$ cat src/rtl/duty_profile_pkg.sv
package duty_profile_pkg;

  typedef enum logic [1:0] {
    PH_IDLE = 2'd0,
    PH_FULL = 2'd1,
    PH_HALF = 2'd2
  } phase_t;

  typedef struct packed {
    logic clearTimers;
    logic runTimers;
    logic loadFull;
    logic loadHalf;
    logic loadZero;
  } seq_strobe_t;

endpackage

$ cat src/rtl/duty_profile_dp.sv
module duty_profile_dp
  import duty_profile_pkg::*;
#(
  parameter int TICK_DIV   = 12_500_000,
  parameter int FULL_TICKS = 6,
  parameter int HALF_TICKS = 70,
  parameter int CMP_W      = 16
) (
  input  logic             clk,
  input  logic             rstN,
  input  seq_strobe_t      strobe,
  input  logic [CMP_W-1:0] periodVal,
  output logic             fullDone,
  output logic             halfDone,
  output logic [CMP_W:0]   compareOut
);

  localparam int MAX_TICKS = (FULL_TICKS > HALF_TICKS) ? FULL_TICKS : HALF_TICKS;
  localparam int CNT_W     = $clog2(MAX_TICKS + 1);
  localparam logic [CNT_W-1:0] FULL_LAST = CNT_W'(FULL_TICKS - 1);
  localparam logic [CNT_W-1:0] HALF_LAST = CNT_W'(HALF_TICKS - 1);

  logic             tick;
  logic [CNT_W-1:0] tickCnt;
  logic [CMP_W:0]   compareReg;
  logic [CMP_W:0]   fullVal;
  logic [CMP_W:0]   halfVal;

  // Coarse time base: one tick every TICK_DIV clocks while running
  generate
    if (TICK_DIV == 1) begin : g_noPresc
      assign tick = strobe.runTimers;
    end else begin : g_presc
      localparam int PRE_W = $clog2(TICK_DIV + 1);
      localparam logic [PRE_W-1:0] PRE_LAST = PRE_W'(TICK_DIV - 1);
      logic [PRE_W-1:0] prescCnt;

      always_ff @(posedge clk) begin
        if (!rstN || strobe.clearTimers || !strobe.runTimers) begin
          prescCnt <= '0;
        end else if (prescCnt == PRE_LAST) begin
          prescCnt <= '0;
        end else begin
          prescCnt <= prescCnt + 1'b1;
        end
      end

      assign tick = strobe.runTimers && (prescCnt == PRE_LAST);

      AST_PRESC_RANGE: assert property (@(posedge clk) disable iff (!rstN)
        prescCnt <= PRE_LAST);
    end
  endgenerate

  // Ticks elapsed inside the current step
  always_ff @(posedge clk) begin
    if (!rstN || strobe.clearTimers || strobe.loadHalf || strobe.loadZero) begin
      tickCnt <= '0;
    end else if (tick) begin
      tickCnt <= tickCnt + 1'b1;
    end
  end

  assign fullDone = tick && (tickCnt == FULL_LAST);
  assign halfDone = tick && (tickCnt == HALF_LAST);

  // Compare values: one above the period forces the output fully on
  assign fullVal = {1'b0, periodVal} + (CMP_W + 1)'(1);
  assign halfVal = fullVal >> 1;

  always_ff @(posedge clk) begin
    if (!rstN || strobe.loadZero) begin
      compareReg <= '0;
    end else if (strobe.loadFull) begin
      compareReg <= fullVal;
    end else if (strobe.loadHalf) begin
      compareReg <= halfVal;
    end
  end

  assign compareOut = compareReg;

  AST_FULL_ABOVE_PERIOD: assert property (@(posedge clk) disable iff (!rstN)
    strobe.loadFull |=> compareOut > {1'b0, $past(periodVal)});

  AST_HALF_WITHIN_PERIOD: assert property (@(posedge clk) disable iff (!rstN)
    strobe.loadHalf |=> compareOut <= {1'b0, $past(periodVal)});

  AST_COMPARE_HELD: assert property (@(posedge clk) disable iff (!rstN)
    !(strobe.loadFull || strobe.loadHalf || strobe.loadZero) |=> $stable(compareOut));

endmodule

$ cat src/rtl/duty_profile_ctrl.sv
module duty_profile_ctrl
  import duty_profile_pkg::*;
(
  input  logic        clk,
  input  logic        rstN,
  input  logic        start,
  input  logic        fullDone,
  input  logic        halfDone,
  output seq_strobe_t strobe,
  output phase_t      phase,
  output logic        busy,
  output logic        done
);

  phase_t phaseQ, phaseD;
  logic   doneQ, doneD;

  always_comb begin
    phaseD = phaseQ;
    doneD  = doneQ;
    strobe = '0;
    strobe.runTimers = (phaseQ != PH_IDLE);
    unique case (phaseQ)
      PH_IDLE: begin
        if (start) begin
          phaseD             = PH_FULL;
          doneD              = 1'b0;
          strobe.loadFull    = 1'b1;
          strobe.clearTimers = 1'b1;
        end
      end
      PH_FULL: begin
        if (fullDone) begin
          phaseD          = PH_HALF;
          strobe.loadHalf = 1'b1;
        end
      end
      PH_HALF: begin
        if (halfDone) begin
          phaseD          = PH_IDLE;
          doneD           = 1'b1;
          strobe.loadZero = 1'b1;
        end
      end
      default: begin
        phaseD          = PH_IDLE;
        strobe.loadZero = 1'b1;
      end
    endcase
  end

  always_ff @(posedge clk) begin
    if (!rstN) begin
      phaseQ <= PH_IDLE;
      doneQ  <= 1'b0;
    end else begin
      phaseQ <= phaseD;
      doneQ  <= doneD;
    end
  end

  assign phase = phaseQ;
  assign busy  = (phaseQ != PH_IDLE);
  assign done  = doneQ;

  AST_START_IGNORED: assert property (@(posedge clk) disable iff (!rstN)
    (busy && start && !fullDone && !halfDone) |=> (phaseQ == $past(phaseQ)));

  AST_DONE_NOT_BUSY: assert property (@(posedge clk) disable iff (!rstN)
    !(doneQ && busy));

  AST_DONE_HOLD: assert property (@(posedge clk) disable iff (!rstN)
    (doneQ && !start) |=> doneQ);

  AST_HALF_AFTER_FULL: assert property (@(posedge clk) disable iff (!rstN)
    (phaseQ == PH_FULL) |=> (phaseQ == PH_FULL || phaseQ == PH_HALF));

endmodule

$ cat src/rtl/duty_profile_seq.sv
module duty_profile_seq
  import duty_profile_pkg::*;
#(
  parameter int TICK_DIV   = 12_500_000,
  parameter int FULL_TICKS = 6,
  parameter int HALF_TICKS = 70,
  parameter int CMP_W      = 16
) (
  input  logic             clk,
  input  logic             rstN,
  input  logic             start,
  input  logic [CMP_W-1:0] periodVal,
  output logic [CMP_W:0]   compareOut,
  output logic [1:0]       phaseOut,
  output logic             busy,
  output logic             done
);

  seq_strobe_t strobe;
  phase_t      phase;
  logic        fullDone;
  logic        halfDone;

  duty_profile_ctrl i_ctrl (
    .clk      (clk),
    .rstN     (rstN),
    .start    (start),
    .fullDone (fullDone),
    .halfDone (halfDone),
    .strobe   (strobe),
    .phase    (phase),
    .busy     (busy),
    .done     (done)
  );

  duty_profile_dp #(
    .TICK_DIV   (TICK_DIV),
    .FULL_TICKS (FULL_TICKS),
    .HALF_TICKS (HALF_TICKS),
    .CMP_W      (CMP_W)
  ) i_dp (
    .clk        (clk),
    .rstN       (rstN),
    .strobe     (strobe),
    .periodVal  (periodVal),
    .fullDone   (fullDone),
    .halfDone   (halfDone),
    .compareOut (compareOut)
  );

  assign phaseOut = phase;

endmodule

$ cat config.mk
export PLATFORM = sky130hd
export DESIGN_NAME = duty_profile_seq
export DESIGN_NICKNAME = d
export VERILOG_FILES = /design/src/rtl/duty_profile_pkg.sv /design/src/rtl/duty_profile_dp.sv /design/src/rtl/duty_profile_ctrl.sv /design/src/rtl/duty_profile_seq.sv
export SDC_FILE = /design/constraint.sdc
export NUM_CORES = 1
export LEC_CHECK = 0
export ABC_AREA = 1
export BUFFER_PORTS_ARGS = -buffer_cell sky130_fd_sc_hd__buf_2
export CAP_MARGIN = 20
export CORE_ASPECT_RATIO = 1.75
export CORE_UTILIZATION = 53
export DETAILED_ROUTE_END_ITERATION = 7
export PLACE_DENSITY = 0.74
export SYNTH_ARGS = -nofsm -noshare
export SYNTH_HDL_FRONTEND = slang
export SYNTH_SLANG_ARGS = --single-unit
$ cat constraint.sdc
create_clock -name clk -period 1.5 [get_ports clk]
set_input_delay 0.375 -clock clk [delete_from_list [all_inputs] [get_ports clk]]
set_output_delay 0.375 -clock clk [all_outputs]
set_load 0.02 [all_outputs]
==> results.yml, run 1 <==
synthesis:
  ys_ff_latch: 51
  synthArstFlopShare_pct: 0
  synth.distinct_cells: 35
  synth_edf_count: 0
  ys_seq_area_share_pct: 31.8
  syn_area_per_cell_um2: 6.68
  ys.warnings.count: 0
  syn_inst: 480
  synth_ff_type: "dfxtp_1"
  netlist_area_um2: 3210
  syn_nets: 503
global_routing:
  grt_pass1_wl_um: 16100
  antenna_found_initial: 0
  grt_pass1_vias: 3752
  grt_start_max_net_pins: 24
  grt_overflow: 0
  grt.total_usage_pct: 34.2
worst_hold_path:
  min_path_cells: 3
  hp-class: "in -> reg"
clock_tree:
  numCtsBuffers: 5
  cts_htree_levels: 2
  cts_num_sinks: 51
  clk_latency_ps: 330
  clockRootBuffer: "clkbuf_8"
  ctsHoldBuffers: 0
  cts_tree: "yes"
  clkTransAtPathRegs_ps: 100
  clockBufferDepth: 2
floorplan:
  die_w_um: 60.8
  ios: 40
  rows: 37
  core_um2: 5880
  start_util_pct: 54.6
  die-height_um: 105
  die_area_um2: 6380
critical_path:
  critPathArrivalTime_ps: 1980
  required_ps: 1720
  cp_num_buf_inv: 2
  cp_cell_sequence: "inv_1, ha_1, nand3_1, nor2_1, nand4_4, nor2_4, nor2_4, clkbuf_16, nand3_1, nand2_1"
  cp-end-kind: "flop"
  crit_cells: 10
  critPathKind: "reg -> reg"
  r2r-end: "i_dp.compareOut[3]$_SDFFE_PP0P_"
  crit_end: "i_dp.compareOut[3]$_SDFFE_PP0P_"
  start_kind: "flop"
  max_stage_delay_ps: 340
  ff2ff_setup_slack_ps: -260
  crit_family: "simple AND/OR/NAND/NOR gates"
  r2r_start: "i_dp.tickCnt[1]$_SDFFE_PP0P_"
  worstPathMaxFanout: 5
  reg2reg_depth: 10
  cp-startpoint: "i_dp.tickCnt[1]$_SDFFE_PP0P_"
  slowest_stage: "dfxtp_1"
power_and_ir_drop:
  switchingPower_uw: 843
  switching_share_pct: 28.1
  clock_power_share_pct: 35.3
  powerDensity_nw_per_um2: 638
  p_comb_share_pct: 17.4
  power_frac_seq_pct: 47.3
  ir_worst_vdd_v: 0.000551
  p_leak_nw: 2.15
  p_int_mw: 2.15
place:
  dp_cells: 665
  routabilityCongestion: 0.888
  port_buffers: 39
  dp_hpwl_um: 6910
  post-place-ws_ps: -230
timing:
  relSlewSlack_pct: 78.1
  period_share_pct: 118
  rsz0062_at_grt: "yes"
  post-route-min-period_ps: 1760
  max_clock_freq_ghz: 0.567
  finClkSkew_ps: 12.1
  worst_slack_ps: -263
  finalHoldViolCount: 0
  setup_viol: 50
  max_slew.worst_pin.slew_ps: 327
  holdWs_ps: 371
  tns_ps: -7810
  finalMaxSlewViolations: 0
finish:
  fillers: 399
  antenna_cells: 0
  drive_gt1_share_pct: 41.4
  regArea_um2: 1040
  multi_input_area_um2: 2230
  final_common_cell: "nand2_1"
  utilization_pct: 79.9
  layout.nets: 630
  final_cell_mix: "nand2_1, buf_4, inv_1, nand3_1, nor2_1"
  final_cells: 686
  syn_to_final_growth_pct: 46.5
job:
  drv_cap: 0
drt:
  avgRoutedWirePerCell_um: 15.4
  ant_nets: 0
  dr.pass1.iters: 5
  drtIter0Drc: 218
  wl_um: 10600
  drc: 0
  avgViaCountPerCell: 5.38
  vias: 3688
outcome:
  violations: "setup timing"
  outcome: "finished with violations"
## worst min path at each step
stage                                                   start                             endpoint  slack, ps
after global routing                                     rstN         i_ctrl.phase[1]$_SDFFE_PN0P_        380
after CTS                                                rstN         i_ctrl.phase[1]$_SDFFE_PN0P_        370
after detailed placement      i_dp.compareOut[4]$_SDFFE_PP0P_      i_dp.compareOut[4]$_SDFFE_PP0P_        450
after floorplan           i_dp.g_presc.prescCnt[0]$_SDFF_PP0_  i_dp.g_presc.prescCnt[0]$_SDFF_PP0_        430
final                                                    rstN         i_ctrl.phase[1]$_SDFFE_PN0P_        370
after global placement        i_dp.compareOut[6]$_SDFFE_PP0P_      i_dp.compareOut[6]$_SDFFE_PP0P_        440
## power by group through the flow
| stage | clock [mW] | combinational [mW] | sequential (mW) |
|---|---|---|---|
| finish | 1.06 | 0.522 | 1.42 |
| floorplan | 0 | 0.233 | 1.49 |
| CTS | 1.06 | 0.505 | 1.41 |
| global route | 1.11 | 0.569 | 1.42 |
| detailed placement | 0 | 0.446 | 1.45 |
| global placement | 0 | 0.438 | 1.44 |
## worst min-delay path: stages
cell and delay, ps:
buf_2 140, inv_1 110, a21oi_2 40
## final cells by class
cell class | count | share of cell area [%]
well taps | 78 | 2.08
inverters | 53 | 4.29
multi-input cells | 366 | 47.5
clock inverters | 2 | 0.826
clock buffers | 6 | 1.76
flip-flops and latches | 51 | 22.1
repair buffers | 130 | 21.4
## per-stage QoR
step,power [mW],cell area [um2]
floorplan,1.73,3250
detailed placement,1.89,4080
CTS,2.98,4440
finish,3.00,4700
global route,3.10,4700
global placement,1.88,4080
## flip-flops by register name (all words and copies together), names as in the netlist
signal and flops:
i_dp.compareOut 17, i_ctrl.phase 2, i_dp.tickCnt 7, i_dp.g_presc.prescCnt 24
i_ctrl.done 1
## repair_timing
action,4_1_cts,5_1_grt
endpoints found under the setup margin,36,51
pin swaps,6,17
resized for setup,29,63
gates cloned,2,3
buffers inserted,10,1
## layer usage
layer	global-route usage, %	up-vias	wire [um]
met4	26.3	0	781
met1	27.7	1704	3210
met2	62.5	131	6090
met3	10.4	63	485
met5	0	-	0
li1	-	1790	-
## cell usage after synthesis, types with 9 or more instances
cell     instances  share of area, %
nand3_2         11               3.4
dfxtp_1         51                32
nand2_2          9               1.8
xnor2_1          9               2.5
nor3_1          15               2.3
inv_1           46               5.4
o21ai_0         10               1.6
nand4_1         12               2.3
a21oi_1         14               2.2
nand2_1        132                15
nor2_1          59               6.9
nand3_1         46               7.2
## cells by family after synthesis
logic type	Yosys count	share of synthesized area, %
DFF	51	31.8
AOI/OAI and AO/OA	29	4.80
and+or+nand+nor	316	48.4
buffers and inverters	63	8.74
adders and majority gates	4	1.56
xor gates and xnor gates	17	4.64
(Power assumes the default switching activity.)
==> inputs of run 2 (changes only) <==
--- a/config.mk
+++ b/config.mk
@@ -5,13 +5,12 @@
 export SDC_FILE = /design/constraint.sdc
 export NUM_CORES = 1
 export LEC_CHECK = 0
-export ABC_AREA = 1
 export BUFFER_PORTS_ARGS = -buffer_cell sky130_fd_sc_hd__buf_2
 export CAP_MARGIN = 20
 export CORE_ASPECT_RATIO = 1.75
-export CORE_UTILIZATION = 53
+export CORE_UTILIZATION = 52
 export DETAILED_ROUTE_END_ITERATION = 7
-export PLACE_DENSITY = 0.74
+export PLACE_DENSITY = 0.73
 export SYNTH_ARGS = -nofsm -noshare
 export SYNTH_HDL_FRONTEND = slang
 export SYNTH_SLANG_ARGS = --single-unit
==> run 2 against run 1 <==
The run ends with DRC, setup timing left. Utilization is 3.4 points higher. Fmax is 18% lower. Critical path depth is 4 lower. Synthesized area is 12% lower. Worst hold slack worse by 2.9 ps. Critical path type unchanged. Critical endpoint is now i_dp.compareOut[1]$_SDFFE_PP0P_. Highest routed layer unchanged.
==> results.yml, run 2 <==
floorplan:
  die_w_um: 57.8
  die-height_um: 99.6
  start_util_pct: 53.8
  die_area_um2: 5750
  core_um2: 5260
  rows: 35
  ios: 40
power_and_ir_drop:
  switching_share_pct: 28.6
  powerDensity_nw_per_um2: 620
  clock_power_share_pct: 29.4
  ir_worst_vdd_v: 0.000694
  power_frac_seq_pct: 51.7
  switchingPower_uw: 776
  p_leak_nw: 1.77
  p_comb_share_pct: 18.8
  p_int_mw: 1.94
synthesis:
  syn_nets: 370
  syn_inst: 347
  synthArstFlopShare_pct: 0
  ys.warnings.count: 0
  ys_seq_area_share_pct: 36.1
  synth_largest_type_area_fraction_pct: 36.1
  synth.distinct_cells: 54
  synth_area_leaders: "dfxtp_1, xnor2_1, nor2_1"
  netlist_area_um2: 2830
  syn_area_per_cell_um2: 8.15
  synth.most_common_cell: "dfxtp_1"
  synth_top_area_cell: "dfxtp_1"
  ys_ff_latch: 51
  synthTopCellsByCount: "dfxtp_1, nor2_1, nand2_1, xnor2_1, nand4_1"
  synth_ff_type: "dfxtp_1"
  synth_edf_count: 0
drt:
  vias: 3343
  ant_nets: 0
  wl_um: 10000
  drc: 6
  drtIter0Drc: 273
  avgViaCountPerCell: 6.18
  avgRoutedWirePerCell_um: 18.5
  dr.pass1.iters: 8
global_routing:
  grt_pass1_wl_um: 14000
  grt_start_max_net_pins: 25
  grt_pass1_vias: 3148
  grt.total_usage_pct: 31.2
  grt_overflow: 0
  antenna_found_initial: 0
critical_path:
  critPathArrivalTime_ps: 2340
  critPathKind: "reg -> reg"
  worstPathMaxFanout: 5
  required_ps: 1700
  cp-end-kind: "flop"
  start_kind: "flop"
clock_tree:
  cts_htree_levels: 2
  cts_tree: "yes"
  ctsHoldBuffers: 0
  clockBufferDepth: 2
  clk_latency_ps: 330
  clockRootBuffer: "clkbuf_8"
  cts_num_sinks: 51
  numCtsBuffers: 5
  clkTransAtPathRegs_ps: 110
worst_hold_path:
  hp-class: "in -> reg"
timing:
  post-route-min-period_ps: 2140
  holdWs_ps: 368
  max_clock_freq_ghz: 0.468
  period_share_pct: 142
  relSlewSlack_pct: 65.6
  worst_slack_ps: -637
  setup_viol: 51
  max_slew.worst_pin.slew_ps: 511
  rsz0062_at_grt: "yes"
  finClkSkew_ps: 21.1
  finalMaxSlewViolations: 0
  finalHoldViolCount: 0
finish:
  largest_register_ffs: 24
  utilization_pct: 83.3
  regMostFlops: "i_dp.g_presc.prescCnt"
  final_cell_mix: "buf_4, dfxtp_1, buf_2, nand2_1, xnor2_1"
  drive_gt1_share_pct: 44.4
  layout.nets: 508
  antenna_cells: 0
  syn_to_final_growth_pct: 54.8
  top_regs: "i_dp.g_presc.prescCnt: 24 flops, i_dp.compareOut: 17 flops, i_dp.tickCnt: 7 flops"
  final_common_cell: "buf_4"
place:
  routabilityCongestion: 0.942
  port_buffers: 39
  dp_hpwl_um: 6090
job:
  drv_cap: 0
outcome:
  violations: "DRC, setup timing"
  outcome: "finished with violations"
## run 2: changes by cell type after synthesis, sizes merged, moves of 5 or more
cell / previous run / this run
nor2: 74 / 41
clkbuf: 2 / 12
a22o: 0 / 7
nand3: 57 / 16
and4: 0 / 6
nor3b: 6 / 1
nor4: 1 / 11
nand2: 142 / 35
xnor2: 9 / 28
a21oi: 14 / 5
and2: 0 / 9
inv: 52 / 10
a32o: 0 / 7
## run 2: area by class of cell
| cell class | count | area (um2) |
|---|---|---|
| Tap cell | 55 | 68.8 |
| Inverter | 10 | 37.5 |
| Timing Repair Buffer | 150 | 1140 |
| Multi-Input combinational cell | 267 | 2020 |
| Clock inverter | 2 | 12.5 |
| Clock buffer | 6 | 72.6 |
| Fill cell | 307 | 876 |
| Sequential cell | 51 | 1030 |
## run 2: routing by layer
layer / track usage [%] / wire, um
met1: 29.7 / 3440
met4: 18.7 / 669
met5: 0 / 0
met3: 3.51 / 415
met2: 61.0 / 5480
## run 2: critical path, cell delays in order, from the launching register on
cell and delay (ps):
dfxtp_2 320, or4_1 520, or3_4 420, nor4_1 370
buf_4 180, nand3b_1 110, a31oi_1 100
## run 2: cell families after synthesis
group	count (synthesis)	synth area share (%)
AO/OA/AOI/OAI	52	14.1
flip-flops	51	36.1
AND/OR/NAND/NOR	171	31.4
adder cells (fa/ha/maj)	4	1.77
XOR/XNOR	37	11.5
buffers and inverters	30	4.51
multiplexers	2	0.708
## run 2: per-stage QoR
| stage | cells | power, mW | setup WS, ps | area [um2] | setup TNS (ps) |
|---|---|---|---|---|---|
| after floorplan | 347 | 1.66 | -625 | 2900 | -24910 |
| after global placement | 519 | 1.85 | -607 | 3810 | -26040 |
| after detailed placement | 519 | 1.86 | -637 | 3810 | -27460 |
| after CTS | 532 | 2.65 | -578 | 4090 | -24730 |
| after global routing | 541 | 2.83 | -689 | 4380 | -30550 |
| final | 541 | 2.71 | -637 | 4380 | -28560 |
## run 2: worst paths after layout
path	slack [ps]	start	to	cells past startpoint
worst max register to register	-640	i_dp.g_presc.prescCnt[9]$_SDFF_PP0_	i_dp.compareOut[1]$_SDFFE_PP0P_	6
worst min register to register	470	i_dp.compareOut[2]$_SDFFE_PP0P_	i_dp.compareOut[2]$_SDFFE_PP0P_	1
worst max-delay path	-640	i_dp.g_presc.prescCnt[9]$_SDFF_PP0_	i_dp.compareOut[1]$_SDFFE_PP0P_	6
worst min-delay path	370	periodVal[15]	i_dp.compareOut[16]$_SDFFE_PP0P_	3
## run 2: repair_timing
action                                  CTS  global route
gates cloned                              1             3
endpoints found under the hold margin     0             0
endpoints found under the setup margin   52            52
setup buffers                             4             6
resized for setup                        28            47
pin swaps                                 3            28
## run 2: power groups by stage
| stage | clock network, mW | registers, mW | logic, mW |
|---|---|---|---|
| detailed placement | 0 | 1.43 | 0.422 |
| global route | 0.888 | 1.41 | 0.537 |
| finish | 0.799 | 1.40 | 0.511 |
| CTS | 0.798 | 1.40 | 0.448 |
| floorplan | 0 | 1.47 | 0.190 |
| global placement | 0 | 1.43 | 0.414 |
==> inputs of run 3 (changes only) <==
--- a/config.mk
+++ b/config.mk
@@ -7,10 +7,13 @@
 export LEC_CHECK = 0
 export BUFFER_PORTS_ARGS = -buffer_cell sky130_fd_sc_hd__buf_2
 export CAP_MARGIN = 20
+export CELL_PAD_IN_SITES_DETAIL_PLACEMENT = 0
+export CELL_PAD_IN_SITES_GLOBAL_PLACEMENT = 1
 export CORE_ASPECT_RATIO = 1.75
-export CORE_UTILIZATION = 52
+export CORE_MARGIN = 4
+export CORE_UTILIZATION = 38
 export DETAILED_ROUTE_END_ITERATION = 7
-export PLACE_DENSITY = 0.73
+export PLACE_DENSITY = 0.72
 export SYNTH_ARGS = -nofsm -noshare
 export SYNTH_HDL_FRONTEND = slang
 export SYNTH_SLANG_ARGS = --single-unit
==> run 3 against run 2 <==
The flow finishes with violations (setup timing). Critical path type unchanged. Wire length decreased by 4.3%. Largest power group unchanged. Largest cell class unchanged. Clock skew is 16 ps lower. Non-clock buffer count is 2 lower. Power rose by 12%.
==> results.yml, run 3 (synthesized netlist as in run 2, its figures left out) <==
outcome:
  outcome: "finished with violations"
  violations: "setup timing"
worst_hold_path:
  worstHoldStart: "periodVal[15]"
  min_path_cells: 3
  whs_endpoint: "i_dp.compareOut[16]$_SDFFE_PP0P_"
  hp-class: "in -> reg"
finish:
  antenna_cells: 0
  final_area_um2: 4330
  largest_register_ffs: 24
  final_cells: 571
  utilization_pct: 59.9
  syn_to_final_growth_pct: 53.1
  final_common_cell: "buf_4"
  layout.nets: 507
  drive_gt1_share_pct: 40.4
  fillers: 652
  final_cell_mix: "buf_4, dfxtp_1, nor2_1, buf_2, nand2_1"
  top_regs: "i_dp.g_presc.prescCnt: 24 flops, i_dp.compareOut: 17 flops, i_dp.tickCnt: 7 flops"
  regMostFlops: "i_dp.g_presc.prescCnt"
global_routing:
  grt_start_max_net_pins: 25
  grt_overflow: 0
  grt.total_usage_pct: 21.4
  grt_pass1_wl_um: 14800
  grt_pass1_vias: 3319
  antenna_found_initial: 0
critical_path:
  critPathKind: "reg -> reg"
  r2r-end: "i_dp.g_presc.prescCnt[4]$_SDFF_PP0_"
  required_ps: 1690
  worstPathMaxFanout: 6
  crit_family: "simple AND/OR/NAND/NOR gates"
  critPathArrivalTime_ps: 2320
  cp-end-kind: "flop"
  start_kind: "flop"
  r2r_start: "i_dp.g_presc.prescCnt[9]$_SDFF_PP0_"
  cp_cell_sequence: "or4_4, or3_4, or2_4, buf_4, nand3_4, clkbuf_16, nor2_1"
  ff2ff_setup_slack_ps: -640
  max_stage_delay_ps: 540
  reg2reg_depth: 7
  cp_num_buf_inv: 2
  slowest_stage: "or4_4"
clock_tree:
  ctsHoldBuffers: 0
  cts_num_sinks: 51
  numCtsBuffers: 5
  clockRootBuffer: "clkbuf_16"
  clkTransAtPathRegs_ps: 70
  cts_tree: "yes"
  cts_htree_levels: 2
  clockBufferDepth: 2
  clk_latency_ps: 300
timing:
  max_clock_freq_ghz: 0.468
  finalMaxSlewViolations: 0
  period_share_pct: 142
  relSlewSlack_pct: 74.9
  finalHoldViolCount: 0
  finClkSkew_ps: 4.74
  setup_viol: 51
  rsz0062_at_grt: "yes"
  post-route-min-period_ps: 2140
  worst_slack_ps: -636
  max_slew.worst_pin.slew_ps: 371
  tns_ps: -29490
floorplan:
  die_area_um2: 8940
  die-height_um: 122
  rows: 41
  start_util_pct: 39.1
  core_um2: 7230
  die_w_um: 73.2
  ios: 40
place:
  dp_cells: 551
  port_buffers: 39
  placed_area_um2: 3880
  routabilityCongestion: 0.869
  dp_hpwl_um: 6780
drt:
  avgRoutedWirePerCell_um: 16.8
  vias: 3145
  drc: 0
  ant_nets: 0
  drtIter0Drc: 113
  avgViaCountPerCell: 5.51
  wl_um: 9570
  dr.pass1.iters: 4
power_and_ir_drop:
  powerDensity_nw_per_um2: 700
  p_leak_nw: 1.76
  ir_worst_vdd_v: 0.000580
  power_mw: 3.03
job:
  drv_cap: 0
[run 3: changes by cell type in the layout (fill, tap and decap cells not counted), sizes merged]
cell	before	now
or3	1	2
buf	148	146
clkbuf	8	7
clkinv	1	3
clkinvlp	1	0
[run 3: power by group]
part           internal (mW)  switching [mW]
clock                  0.610           0.517
combinational          0.231           0.271
sequential              1.39          0.0179
total                   2.23           0.806
[run 3: worst reg2reg max path: cells and delay by family, from the launching register on]
kind | cells | cell delay, ps
and+or+nand+nor | 5 | 1400
buffers and inverters | 2 | 330
DFF | 1 | 320
[run 3: layout make-up]
class                      instances  area, um2  area share [%]
multi-input combinational        268       1890            43.6
clock inverter                     3       15.0           0.347
timing repair buffer             148       1130            26.1
sequential                        51       1030            23.7
clock buffer                       5        125            2.89
tap                               86        108            2.48
inverter                          10       37.5           0.867
[run 3: repair_timing]
item                       in CTS  in global routing
setup endpoints to repair      52                 52
pin swaps                       8                  4
cloned                          2                  3
gates resized for setup        19                 16
setup buffers                   4                  4
[run 3: worst max-delay path by stage]
| stage | startpoint | cells past startpoint | to |
|---|---|---|---|
| final | i_dp.g_presc.prescCnt[9]$_SDFF_PP0_ | 7 | i_dp.g_presc.prescCnt[4]$_SDFF_PP0_ |
| after global routing | i_dp.g_presc.prescCnt[9]$_SDFF_PP0_ | 5 | i_ctrl.done$_SDFFE_PN0P_ |
| after CTS | i_dp.g_presc.prescCnt[9]$_SDFF_PP0_ | 5 | i_ctrl.done$_SDFFE_PN0P_ |
| after detailed placement | i_dp.g_presc.prescCnt[9]$_SDFF_PP0_ | 6 | i_dp.compareOut[1]$_SDFFE_PP0P_ |
| after global placement | i_dp.g_presc.prescCnt[9]$_SDFF_PP0_ | 6 | i_dp.compareOut[1]$_SDFFE_PP0P_ |
| after floorplan | i_dp.g_presc.prescCnt[9]$_SDFF_PP0_ | 6 | i_ctrl.done$_SDFFE_PN0P_ |
[run 3: metal layers]
metal  track usage [%]  vias up  part of all wire [%]
met2              41.5       89                    56
li1                  -     1531                     -
met5                 0        -                     0
met1              19.9     1484                    35
met3              3.06       41                   3.4
met4              13.0        0                   6.4
[run 3: metrics by stage]
step | setup WS [ps] | hold WS (ps)
after floorplan | -625 | 404
after global placement | -758 | 440
after detailed placement | -733 | 452
after CTS | -569 | 398
after global routing | -684 | 429
final | -636 | 407
